[config.mk]
export PLATFORM = sky130hd
export DESIGN_NAME = refresh_addr_gen
export DESIGN_NICKNAME = d
export VERILOG_FILES = /design/src/rtl/refresh_addr_gen.sv
export SDC_FILE = /design/constraint.sdc
export NUM_CORES = 1
export LEC_CHECK = 0
export CORE_MARGIN = 2
export CORE_UTILIZATION = 61
export CTS_BUF_LIST = sky130_fd_sc_hd__clkbuf_8
export DETAILED_ROUTE_END_ITERATION = 12
export GPL_ROUTABILITY_DRIVEN = 0
export PLACE_DENSITY = 0.88
export SYNTH_ARGS = -nofsm -noshare
export SYNTH_HDL_FRONTEND = slang
export SYNTH_SLANG_ARGS = --single-unit
[constraint.sdc]
create_clock -name clk -period 6.2 [get_ports clk]
set_clock_uncertainty 0.1 [all_clocks]
set_input_delay 0.93 -clock clk [delete_from_list [all_inputs] [get_ports clk]]
set_output_delay 0.93 -clock clk [all_outputs]
set_load 0.05 [all_outputs]
[src/rtl/refresh_addr_gen.sv]
module refresh_addr_gen #(
  parameter int ADDR_W    = 24,
  parameter int LINE_W    = 10,
  parameter int FETCH_W   = 8,
  parameter int SRAM_BITS = 9
) (
  input  logic              clk,
  input  logic              rst_n,
  input  logic              frame_start,
  input  logic              line_start,
  input  logic              fetch_en,
  input  logic              mem_sdram,
  input  logic [3:0]        sdram_row_bits,
  input  logic [ADDR_W-1:0] start_a,
  input  logic [ADDR_W-1:0] start_b,
  input  logic [ADDR_W-1:0] start_c,
  input  logic [LINE_W-1:0] lines_a,
  input  logic [LINE_W-1:0] lines_b,
  input  logic [LINE_W-1:0] lines_c,
  input  logic [FETCH_W-1:0] fetch_m1,
  output logic [ADDR_W-1:0] rd_addr,
  output logic              rd_vld,
  output logic [1:0]        rd_area
);

  localparam logic [1:0] DONE = 2'd3;

  logic [ADDR_W-1:0]  st_in [3];
  logic [LINE_W-1:0]  ln_in [3];
  logic [ADDR_W-1:0]  st_q  [3];
  logic [LINE_W-1:0]  ln_q  [3];
  logic [3:0]         rb_in, rb_q;
  logic [FETCH_W-1:0] fm1_q, cnt_q;
  logic [LINE_W-1:0]  line_q;
  logic [1:0]         area_q, first_a, next_a;
  logic [ADDR_W-1:0]  base_q, stride;
  logic               active_q, fire, line_end;

  assign st_in[0] = start_a;
  assign st_in[1] = start_b;
  assign st_in[2] = start_c;
  assign ln_in[0] = lines_a;
  assign ln_in[1] = lines_b;
  assign ln_in[2] = lines_c;

  assign rb_in  = mem_sdram ? sdram_row_bits : 4'(SRAM_BITS);
  assign stride = ADDR_W'(1) << rb_q;

  function automatic logic [1:0] pick(input logic [2:0] from,
                                      input logic [LINE_W-1:0] l0,
                                      input logic [LINE_W-1:0] l1,
                                      input logic [LINE_W-1:0] l2);
    if (from == 3'd0 && l0 != '0) return 2'd0;
    if (from <= 3'd1 && l1 != '0) return 2'd1;
    if (from <= 3'd2 && l2 != '0) return 2'd2;
    return DONE;
  endfunction

  function automatic logic [ADDR_W-1:0] area_base(input logic [ADDR_W-1:0] st,
                                                  input logic [3:0] rb,
                                                  input logic [1:0] a);
    logic [ADDR_W-1:0] b;
    b = (a == 2'd2) ? st : (st & ~((ADDR_W'(1) << rb) - ADDR_W'(1)));
    b[0] = 1'b0;
    return b;
  endfunction

  assign first_a  = pick(3'd0, lines_a, lines_b, lines_c);
  assign next_a   = pick({1'b0, area_q} + 3'd1, ln_q[0], ln_q[1], ln_q[2]);
  assign fire     = active_q && fetch_en && !frame_start;
  assign line_end = (cnt_q == fm1_q);

  always_ff @(posedge clk or negedge rst_n) begin
    if (!rst_n) begin
      for (int i = 0; i < 3; i++) begin
        st_q[i] <= '0;
        ln_q[i] <= '0;
      end
      rb_q     <= 4'(SRAM_BITS);
      fm1_q    <= '0;
      cnt_q    <= '0;
      line_q   <= '0;
      area_q   <= DONE;
      base_q   <= '0;
      active_q <= 1'b0;
    end else if (frame_start) begin
      for (int i = 0; i < 3; i++) begin
        st_q[i] <= st_in[i];
        ln_q[i] <= ln_in[i];
      end
      rb_q     <= rb_in;
      fm1_q    <= fetch_m1;
      cnt_q    <= '0;
      line_q   <= '0;
      active_q <= 1'b0;
      area_q   <= first_a;
      base_q   <= (first_a == DONE) ? '0 : area_base(st_in[first_a], rb_in, first_a);
    end else begin
      if (!active_q && line_start && area_q != DONE) begin
        active_q <= 1'b1;
        cnt_q    <= '0;
      end
      if (fire) begin
        cnt_q <= cnt_q + 1'b1;
        if (line_end) begin
          active_q <= 1'b0;
          cnt_q    <= '0;
          if (line_q == ln_q[area_q] - 1'b1) begin
            area_q <= next_a;
            line_q <= '0;
            if (next_a != DONE) base_q <= area_base(st_q[next_a], rb_q, next_a);
          end else begin
            line_q <= line_q + 1'b1;
            base_q <= base_q + stride;
          end
        end
      end
    end
  end

  always_ff @(posedge clk or negedge rst_n) begin
    if (!rst_n) begin
      rd_vld  <= 1'b0;
      rd_addr <= '0;
      rd_area <= 2'd0;
    end else begin
      rd_vld  <= fire;
      rd_addr <= base_q + ADDR_W'({cnt_q, 1'b0});
      rd_area <= area_q;
    end
  end

  assert_even_addr_R7: assert property (@(posedge clk) disable iff (!rst_n)
    rd_vld |-> !rd_addr[0]);

  assert_no_empty_area_R9: assert property (@(posedge clk) disable iff (!rst_n)
    rd_vld |-> (rd_area != DONE && ln_q[rd_area] != '0));

  assert_silent_when_done_R10: assert property (@(posedge clk) disable iff (!rst_n)
    (area_q == DONE && !frame_start) |=> !rd_vld);

  assert_abort_on_frame_R10: assert property (@(posedge clk) disable iff (!rst_n)
    frame_start |=> !rd_vld);

  assert_area_order_R2: assert property (@(posedge clk) disable iff (!rst_n)
    (rd_vld && $past(rd_vld) && !$past(frame_start, 2)) |-> rd_area >= $past(rd_area));

endmodule

# Word-level counts from Yosys, hierarchy flattened
# Cells that the tools add are included.
# W data, S select, Z words.
# word_totals
reg_bits	186
input_bits	120
out_inout_bits	27
word_cells	127
# op_classes
add_sub_neg	8
order_cmp	5
n_eq_ne	8
shift	2
n_mux	58
bitwise	7
reduce_logical	23
# op_table
operator	n
$mux W24	12
$bmux W24 S2	2
$mux W10	6
$reduce_bool A10 Y1	6
$and A24 B24 Y24	2
$not A24 Y24	2
$shl A1 B4 Y24 const A	2
$sub A24 B1 Y24 const B	2
$mux W2	16
$mux W8	4
$add A24 B24 Y24	1
$add A24 B9 Y24	1
$bmux W10 S2	1
$mux W1	16
$add A10 B1 Y10 const B	1
$eq A10 B10 Y1	1
$sub A10 B1 Y10 const B	1
$ge A3 B3 Y1 const B	3
$not A2 Y3	3
$add A8 B1 Y8 const B	1
$eq A8 B8 Y1	1
$logic_and A1 B1 Y1	7
$eq A2 B2 Y1 const B	3
$reduce_and A3 Y1	2
other kinds (11)	15

# Logic depth before layout (Yosys ltp)
# Gate-level depths: netlist of run 1.
# depth
depth_word	21
ltp_mapped	16

# Worst setup path before layout of run 1
# No wires, ideal clock.
# synth_timing
kind	reg-to-reg
startpoint	register rb_q[0]
endpoint	register base_q[22]
setup_time_ps	65
arrival_time_ps	3438
t_required_ps	6035
setup_slack_ps	2597
path_stages_with_launch	15
period_less_slack_ps	3603
cell_sequence	dfstp_2 -> buf_2 -> clkbuf_1 -> nand2_1 -> nor2_1 -> ha_1 -> clkbuf_1 -> a21o_1 -> a211o_1 -> a2111o_1 -> o221ai_1 -> nor2b_1 -> xnor2_1 -> a2111oi_0 -> a211o_1
# synth_between
elab_chain_len	10
# synth_lines
element	line_no	source
from (decl)	32	logic [3:0] rb_in, rb_q;
from (signal assigned)	79	rb_q <= 4'(SRAM_BITS);
from (signal assigned)	91	rb_q <= rb_in;
$shl A1 B4 Y24 *	47, 63	
$sub A24 B1 Y24	63	b = (a == 2'd2) ? st : (st & ~((ADDR_W'(1) << rb) - ADDR_W'(1)));
$not A24 Y24	63	
$and A24 B24 Y24	63	
$mux W24	63	
$mux W24	111	if (next_a != DONE) base_q <= area_base(st_q[next_a], rb_q, next_a);
$mux W24 *	108	if (line_q == ln_q[area_q] - 1'b1) begin
$mux W24 *	105	if (line_end) begin
$mux W24 *	103	if (fire) begin
$mux W24 *	86	end else if (frame_start) begin
to (signal assigned)	97	base_q <= (first_a == DONE) ? '0 : area_base(st_in[first_a], rb_in, first_a);
to (signal assigned)	111	
to (signal assigned)	114	base_q <= base_q + stride;
to (decl)	36	logic [ADDR_W-1:0] base_q, stride;
# Mark *: on every way between the ends. The rest lies on a longest branch, timed or not. The select of a mux whose other input is x is not followed.
# A chain may end at the register's enable or synchronous reset.

# Final worst setup path of run 1
# layout_timing
startpoint	register area_q[0]
endpoint	register base_q[10]
# layout_between
elab_chain_len	20
# layout_lines
element	line_no	source
from (decl)	35	logic [1:0] area_q, first_a, next_a;
from (signal assigned)	96	area_q <= first_a;
from (signal assigned)	109	area_q <= next_a;
$add A2 B1 Y3	69	assign next_a = pick({1'b0, area_q} + 3'd1, ln_q[0], ln_q[1], ln_q[2]);
$le A3 B2 Y1	55	if (from <= 3'd2 && l2 != '0) return 2'd2;
$logic_and A1 B1 Y1	55	
$mux W1 (2 in series)	55	
$mux W1	54	if (from <= 3'd1 && l1 != '0) return 2'd1;
$mux W2	56	return DONE;
$mux W2	55	
$mux W2	54	
(+2 left out)	--	
$mux W24 (not written as such) (2 in series)	111	
$and A24 B24 Y24	63	
$mux W24	63	
$mux W24	111	
$mux W24	108	
$mux W24	105	
$mux W24	103	
$mux W24	86	
# Several ways; a longest one is shown, not always the timed one. The select of a mux whose other input is x is not followed.

==> run metrics, run 1 <==
Setup TNS Final 0 ps; Worst VDD drop 0.1600 mV; gr usage total 31.54%; P&R area growth vs syn 18.34%; wire per inst 19.95 µm; drt first pass iters 6; leading area contributor after synthesis dfrtp_1; Worst EP arrival 4990 ps; delay-heaviest family, CP compound AO/OA/AOI/OAI gates; num rows 46; grt total ovfl 0; fin crit share 76.74%; Buf/Inv on CP 2; Yosys top cell area share 38.90%; Max-Cap Viols 0; core box area 16,000 µm²; most frequent cell after synthesis dfrtp_1; CP cell instances nor2b_1 -> o2bb2ai_2 -> inv_1 -> ha_1 -> o211ai_1 -> nor4_4 -> xor2_1 -> o22ai_1 -> o211ai_4 -> buf_4 -> mux2_2 -> o21ai_0 -> o21ai_0; Yosys reg bits 160; register area share after synthesis 39.95%; Cells after Synth 1,020; DR DRC count 0; Fin. Hold Viols 0; postcts setup bufs 0; most used cell, CP o21ai_0; CTS tree done; fraction of layout cells with a size suffix above 1 14.19%; post-cts resize count 0; P per Cell Area 224.8 nW/µm²; Post-Syn Nets 1,170; Comb pwr share 24.6%; post-layout min period 4758 ps; Worst Setup Start Kind flip-flop; Area contributors post-synth dfrtp_1 (39%), mux2_2 (10%), xnor2_1 (3.8%), ha_1 (3.5%), a21oi_1 (2.9%); proportion of power drawn by the clock network 29.0%; placed cells 1,319; ANT nets after route 0; unrepaired setup endpoints after global routing false; Hold WC Path Type flip-flop to flip-flop; P_sw 0.9178 mW; Non-Filler Instances 1,351; die height 132.3 µm; syn_area_per_cell 9.839 µm²; Max clock buf depth 2; initial antenna violation count 0; H-tree depth 4; first-pass GRT wire length 43,980 µm; worst hold slack 323.8 ps; critical path fanouts, max 27; sequential share of power 46.4%; Post-synth top cells dfrtp_1 (156), mux2_2 (91), nor2_1 (69), nand2_1 (64), a21oi_1 (59); # IOs 147; drt via density 6.510; Slowest-stage cell, CP dfstp_2; ant diodes 0; crit path kind flip-flop to flip-flop; Starting Density 62.72%; HPWL after detailed placement 19,690 µm; Mapped Area 10,040 µm²; clk slew on worst S/H paths 100 ps; # nets final 1,272; die area 17,490 µm²; P_leak 4.887 nW; library cells used by synthesis 79; Final Setup Violations 0; CTS root buf clkbuf_8; Max-slew headroom 29.45%; Worst Max-Slew Pin Slew 1047 ps; R2R Setup Slk 1440 ps; Fmax 210.2 MHz; Critical Path End Type flip-flop; DP Area 11,490 µm²; CTS Hold Bufs 0; Slew Limit Fails 0; # clock sinks 160; initial DRC count 935; drt total wl 26,950 µm; number of global-route vias before repair 8,422; I/O Buffers 143; DR vias 8,795; post-route cell area 11,880 µm²; ys flop type dfrtp_1; number of synthesized flops with an enable pin 0; synth warn 0; Num CTS Buffers 17; Worst-Skew Late Latency 490 ps; status finished, final reports clean; slowest stage delay, CP 860 ps; chip width 132.3 µm; Pint 1.751 mW; WP data required 6430 ps; Layout fillers 1,202; largest net degree at the start of global routing 101; switching share of power 34.38%; asr flop ratio synth 100.0%
metrics by stage:
step / power (mW) / worst slack [ps] / utilization [%]
floorplan: 1.646 / 2597 / -
global placement: 1.874 / 1604 / 71.79
detailed placement: 1.900 / 1522 / 71.79
CTS: 2.665 / 1504 / 74.23
global route: 2.777 / 1252 / 74.23
finish: 2.669 / 1442 / 74.23
path summary, 6_finish.rpt:
path,start,endpoint,depth (start not counted)
max in group asynchronous,rst_n,fm1_q[7],2
worst min-delay path,base_q[0],rd_addr[0],0
worst max register to register,area_q[0],base_q[10],13
worst max-delay path,area_q[0],base_q[10],13
worst min register to register,base_q[0],rd_addr[0],0
min in group asynchronous,rst_n,st_q[31],1
cells by family (layout without fill, tap and decap cells):
family                   after synthesis  after routing  synth area share [%]
AND/OR/NAND/NOR                      286            286                 14.71
AO/OA/AOI/OAI                        277            277                 19.66
flip-flops                           160            160                 39.95
multiplexers                         116            116                 12.70
buffers and inverters                 94            209                 4.114
XOR/XNOR                              57             57                 4.974
adder cells (fa/ha/maj)               30             30                 3.890
placed cells by master (no fill, tap or decap), types with 15 or more instances in the layout:
cell type / n
a21o_1: 15
a21oi_1: 59
a22oi_1: 17
and3_1: 23
clkbuf_8: 17
clkdlybuf4s50_1: 141
dfrtp_1: 156
ha_1: 28
inv_1: 26
mux2_2: 91
mux2i_1: 25
nand2_1: 64
nand3_1: 29
nor2_1: 69
nor2b_1: 15
nor3_1: 20
o21ai_0: 56
xnor2_1: 44
routing by layer:
metal  GRT usage [%]  share of wire [%]  vias up
li1                -                  -     3985
met1           44.22                 42     4238
met2           47.77                 45      513
met3           7.805                 10       59
met4           11.71                2.9        0
met5               0                  0        -
area by class of cell:
type	instances	area (µm²)	share of cell area [%]
Multi-Input combinational cell	766	5620	47.32
Sequential cell	160	4009	33.75
Timing Repair Buffer	151	1490	12.55
Tap cell	216	270.3	2.276
Clock buffer	17	234.0	1.970
Clock inverter	15	155.1	1.306
Inverter	26	97.59	0.8217
power by group through the flow:
| stage | clock network [mW] | logic [mW] | registers [mW] |
|---|---|---|---|
| after detailed placement | 0 | 0.644 | 1.26 |
| after floorplan | 0 | 0.347 | 1.30 |
| after global routing | 0.820 | 0.706 | 1.25 |
| after CTS | 0.782 | 0.649 | 1.23 |
| after global placement | 0 | 0.626 | 1.25 |
| final | 0.775 | 0.656 | 1.24 |
flip-flops by register name, indices dropped and copies added, names as in the netlist, 2 cells and up:
| signal | count |
|---|---|
| st_q | 46 |
| line_q | 10 |
| fm1_q | 8 |
| cnt_q | 8 |
| base_q | 24 |
| ln_q | 30 |
| area_q | 2 |
| rb_q | 4 |
| rd_addr | 24 |
| rd_area | 2 |
Power figures use the tool's default switching activity.
==> run 2: changes to the inputs <==
- CORE_UTILIZATION: 61 -> 57
- PLACE_DENSITY: 0.88 -> 0.83
- clock period: 6.2 -> 4.6 ns (I/O delays scaled with it)
==> run metrics, run 2 (same netlist as run 1, synthesis figures left out) <==
status finished, final reports clean; largest register by flop count st_q; core box area 17,240 µm²; drt total wl 26,880 µm; CTS tree done; clk slew on worst S/H paths 100 ps; Worst Reg-to-Reg Cells 11; critical path fanouts, max 20; crit path kind flip-flop to flip-flop; Worst-Skew Late Latency 490 ps; drt first pass iters 6; CTS root buf clkbuf_8; DR WL met3 2347 µm; Fin. Hold Viols 0; Setup WS post-layout 495.1 ps; # IOs 147; num rows 48; # nets final 1,287; Setup TNS Final 0 ps; P&R area growth vs syn 20.07%; fraction of layout cells with a size suffix above 1 15.30%; CTS Hold Bufs 0; fin crit share 89.24%; chip width 136.7 µm; I/O Buffers 143; P per Cell Area 305.6 nW/µm²; P_leak 4.979 nW; metal2 WL 12,100 µm; postcts setup bufs 0; CP cell instances buf_4 -> mux2i_1 -> o2bb2ai_2 -> nor3_2 -> nand4b_1 -> and4_1 -> o211ai_4 -> buf_4 -> and2_1 -> a21oi_1 -> o22a_1; r2r endpoint base_q[19]; die area 18,680 µm²; Worst R2R Start area_q[1]; H-tree depth 4; Worst VDD drop 0.3057 mV; DR vias 8,631; post-cts resize count 0; unrepaired setup endpoints after global routing false; grt total ovfl 0; Hold WC Path Type input pin to asynchronous set/reset pin; wire per inst 19.55 µm; wl on met1 11,900 µm; max reg flops 46; Worst EP arrival 4390 ps; gr usage total 29.86%; Max-slew headroom 32.05%; Regs by FF count st_q (46), ln_q (30); DR DRC count 0; Buf/Inv on CP 2; Max-Cap Viols 0; Slowest-stage cell, CP dfstp_2; HPWL after detailed placement 19,600 µm; Fmax 243.6 MHz; Num CTS Buffers 17; ANT nets after route 0; number of global-route vias before repair 8,034; R2R Setup Slk 500 ps; most frequent cells in the layout dfrtp_1 (156), clkdlybuf4s50_1 (141), mux2_2 (91); ant diodes 0; Final Setup Violations 0; slowest stage delay, CP 710 ps; Slew Limit Fails 0; Worst Max-Slew Pin Slew 1009 ps; Max clock buf depth 2; # clock sinks 160; largest net degree at the start of global routing 114; most used cell, CP buf_4; drt via density 6.277; die height 136.7 µm; Critical Path End Type flip-flop; initial DRC count 1,016; initial antenna violation count 0; delay-heaviest family, CP compound AO/OA/AOI/OAI gates; Max Used Layer met4; Starting Density 58.22%; most common cell after layout, fill and taps aside dfrtp_1; Worst Setup Start Kind flip-flop; WP data required 4890 ps; post-layout min period 4105 ps; Place WS 561.5 ps; first-pass GRT wire length 43,080 µm
==> run 2: changes by cell type in the layout (fill, tap and decap cells not counted), sizes merged <==
cell    delta
buf       +15
inv        -3
bufinv     +2
clkinv     +1
==> run 2: cell type report <==
type / instances / area, µm²
clock buffers: 17 / 234.0
clock inverters: 15 / 192.7
repair buffers: 166 / 1615
flip-flops and latches: 160 / 4009
multi-input cells: 766 / 5620
inverters: 26 / 97.59
fillers: 1293 / 5186
well taps: 225 / 281.5
==> run 2: how the worst max path moves through the flow <==
| stage | end | start | cells after the start |
|---|---|---|---|
| global placement | base_q[19] | area_q[1] | 12 |
| CTS | base_q[19] | area_q[1] | 11 |
| detailed placement | base_q[19] | area_q[1] | 11 |
| finish | base_q[19] | area_q[1] | 11 |
| global route | line_q[3] | area_q[1] | 12 |
| floorplan | base_q[22] | rb_q[0] | 14 |
==> run 2: metal layers <==
| metal | global-route usage [%] | up-vias |
|---|---|---|
| met1 | 43.42 | 4116 |
| met3 | 6.222 | 49 |
| li1 | - | 4012 |
| met4 | 8.854 | 0 |
| met2 | 45.00 | 454 |
| met5 | 0 | - |
==> run 2: report_power, final <==
part           total, mW  switching (mW)  leakage (nW)  internal, mW
logic              0.893           0.485          2.84         0.407
clock network       1.13           0.613         0.215         0.513
registers           1.66           0.121          1.93          1.54
==> run 2: metrics by stage <==
step	hold slack (ps)	instances	util [%]	instance area, µm²	total power, mW
3_5_place_dp	304.4	1343	67.44	11620	2.563
3_3_place_gp	300.5	1343	67.44	11620	2.536
6_report	97.91	1375	69.91	12050	3.683
5_1_grt	162.3	1375	69.91	12050	3.841
2_1_floorplan	279.7	1020	-	10040	2.219
4_1_cts	131.2	1375	69.91	12050	3.682
==> run 3: changes to the inputs <==
- CORE_UTILIZATION: 57 -> 25
- PLACE_DENSITY: 0.83 -> not set
==> run metrics, run 3 (same netlist as run 1, synthesis figures left out) <==
Max clock buf depth 2; critical path fanouts, max 14; area of the multi-input gates 5632 µm²; P_leak 5.000 nW; postcts setup bufs 0; Num CTS Buffers 17; most common cell after layout, fill and taps aside dfrtp_1; Worst R2R Start rb_q[3]; delay-heaviest family, CP compound AO/OA/AOI/OAI gates; initial antenna violation count 0; status finished, final reports clean; post-layout min period 4085 ps; wire per inst 18.92 µm; Buf/Inv on CP 2; DR DRC count 0; CTS Hold Bufs 0; # nets final 1,291; Slowest-stage cell, CP a211oi_1; Slew Limit Fails 0; Worst EP arrival 4400 ps; core box area 39,640 µm²; Fmax 244.8 MHz; max reg flops 46; Regs by FF count st_q (46), ln_q (30); drt first pass iters 5; chip width 204.4 µm; most used cell, CP inv_1; DP Area 12,040 µm²; Setup TNS Final 0 ps; crit path kind flip-flop to flip-flop; post-route cell area 12,430 µm²; Max-slew headroom 21.57%; number of global-route vias before repair 8,400; largest net degree at the start of global routing 109; r2r endpoint base_q[22]; Non-Filler Instances 1,679; Place WS 631.1 ps; R2R Setup Slk 520 ps; largest register by flop count st_q; fin crit share 88.80%; CTS tree done; P&R area growth vs syn 23.82%; clk slew on worst S/H paths 100 ps; post-cts resize count 0; HPWL after detailed placement 24,100 µm; slowest stage delay, CP 490 ps; initial DRC count 861; DR vias 8,550; Fin. Hold Viols 0; FF+latch area 4009 µm²; P per Cell Area 292.8 nW/µm²; placed cells 1,647; Worst VDD drop 0.1763 mV; drt via density 5.092; # clock sinks 160; die area 41,760 µm²; H-tree depth 4; fraction of layout cells with a size suffix above 1 15.42%; first-pass GRT wire length 49,770 µm; most frequent cells in the layout dfrtp_1 (156), clkdlybuf4s50_1 (141), mux2_2 (91); Max-Cap Viols 0; drt total wl 31,780 µm; Worst-Skew Late Latency 480 ps; WP data required 4910 ps; CP cell instances nor2_1 -> nand2_1 -> inv_1 -> ha_1 -> inv_1 -> fa_1 -> o21ai_1 -> a32oi_1 -> a211oi_1 -> o221ai_1 -> nor2b_1 -> xnor2_1 -> a2111oi_0 -> a211o_1; unrepaired setup endpoints after global routing false; gr usage total 15.52%; I/O Buffers 143; Starting Density 25.32%; Hold WC Path Type input pin to asynchronous set/reset pin; ANT nets after route 0; num rows 73; ant diodes 0; Worst Max-Slew Pin Slew 1164 ps; die height 204.4 µm; worst hold slack 216.6 ps; Worst Reg-to-Reg Cells 14; CTS root buf clkbuf_8; Setup WS post-layout 515.1 ps; Worst Setup Start Kind flip-flop; # IOs 147; Critical Path End Type flip-flop; Layout fillers 4,131; Final Setup Violations 0; grt total ovfl 0
## run 3: layer usage
| layer | share of wire, % | wire length [µm] | vias to the layer above | global-route usage, % |
|---|---|---|---|---|
| met5 | 0 | 0 | - | 0 |
| li1 | - | - | 4028 | - |
| met3 | 5.7 | 1812 | 38 | 2.599 |
| met1 | 49 | 15480 | 4154 | 22.63 |
| met4 | 1.9 | 593 | 0 | 4.400 |
| met2 | 44 | 13890 | 330 | 23.44 |
## run 3: final cells by class
| type | count | share of cell area [%] |
|---|---|---|
| multi-input cells | 766 | 45.32 |
| flip-flops and latches | 160 | 32.26 |
| repair buffers | 170 | 13.24 |
| well taps | 525 | 5.286 |
| clock buffers | 17 | 1.883 |
| clock inverters | 15 | 1.228 |
| inverters | 26 | 0.7853 |
## run 3: power breakdown
group	internal [mW]	switching (mW)	total (mW)	leakage, nW
sequential	1.54	0.117	1.66	1.93
clock	0.449	0.618	1.07	0.208
combinational	0.408	0.504	0.912	2.86
total	2.40	1.24	3.64	5.00
## run 3: per-stage QoR
stage	util, %	total power [mW]
floorplan	-	2.219
global placement	30.37	2.583
detailed placement	30.37	2.597
CTS	31.35	3.674
global route	31.35	3.830
finish	31.35	3.639
## run 3: how the worst max path moves through the flow
stage               startpoint  slack (ps)  cells past startpoint         end
floorplan              rb_q[0]        1000                     14  base_q[22]
global placement     area_q[1]         660                     12  base_q[10]
detailed placement   area_q[1]         630                     11  base_q[10]
CTS                  area_q[1]         600                     12  base_q[10]
global route           rb_q[3]          80                     14  base_q[22]
finish                 rb_q[3]         520                     14  base_q[22]
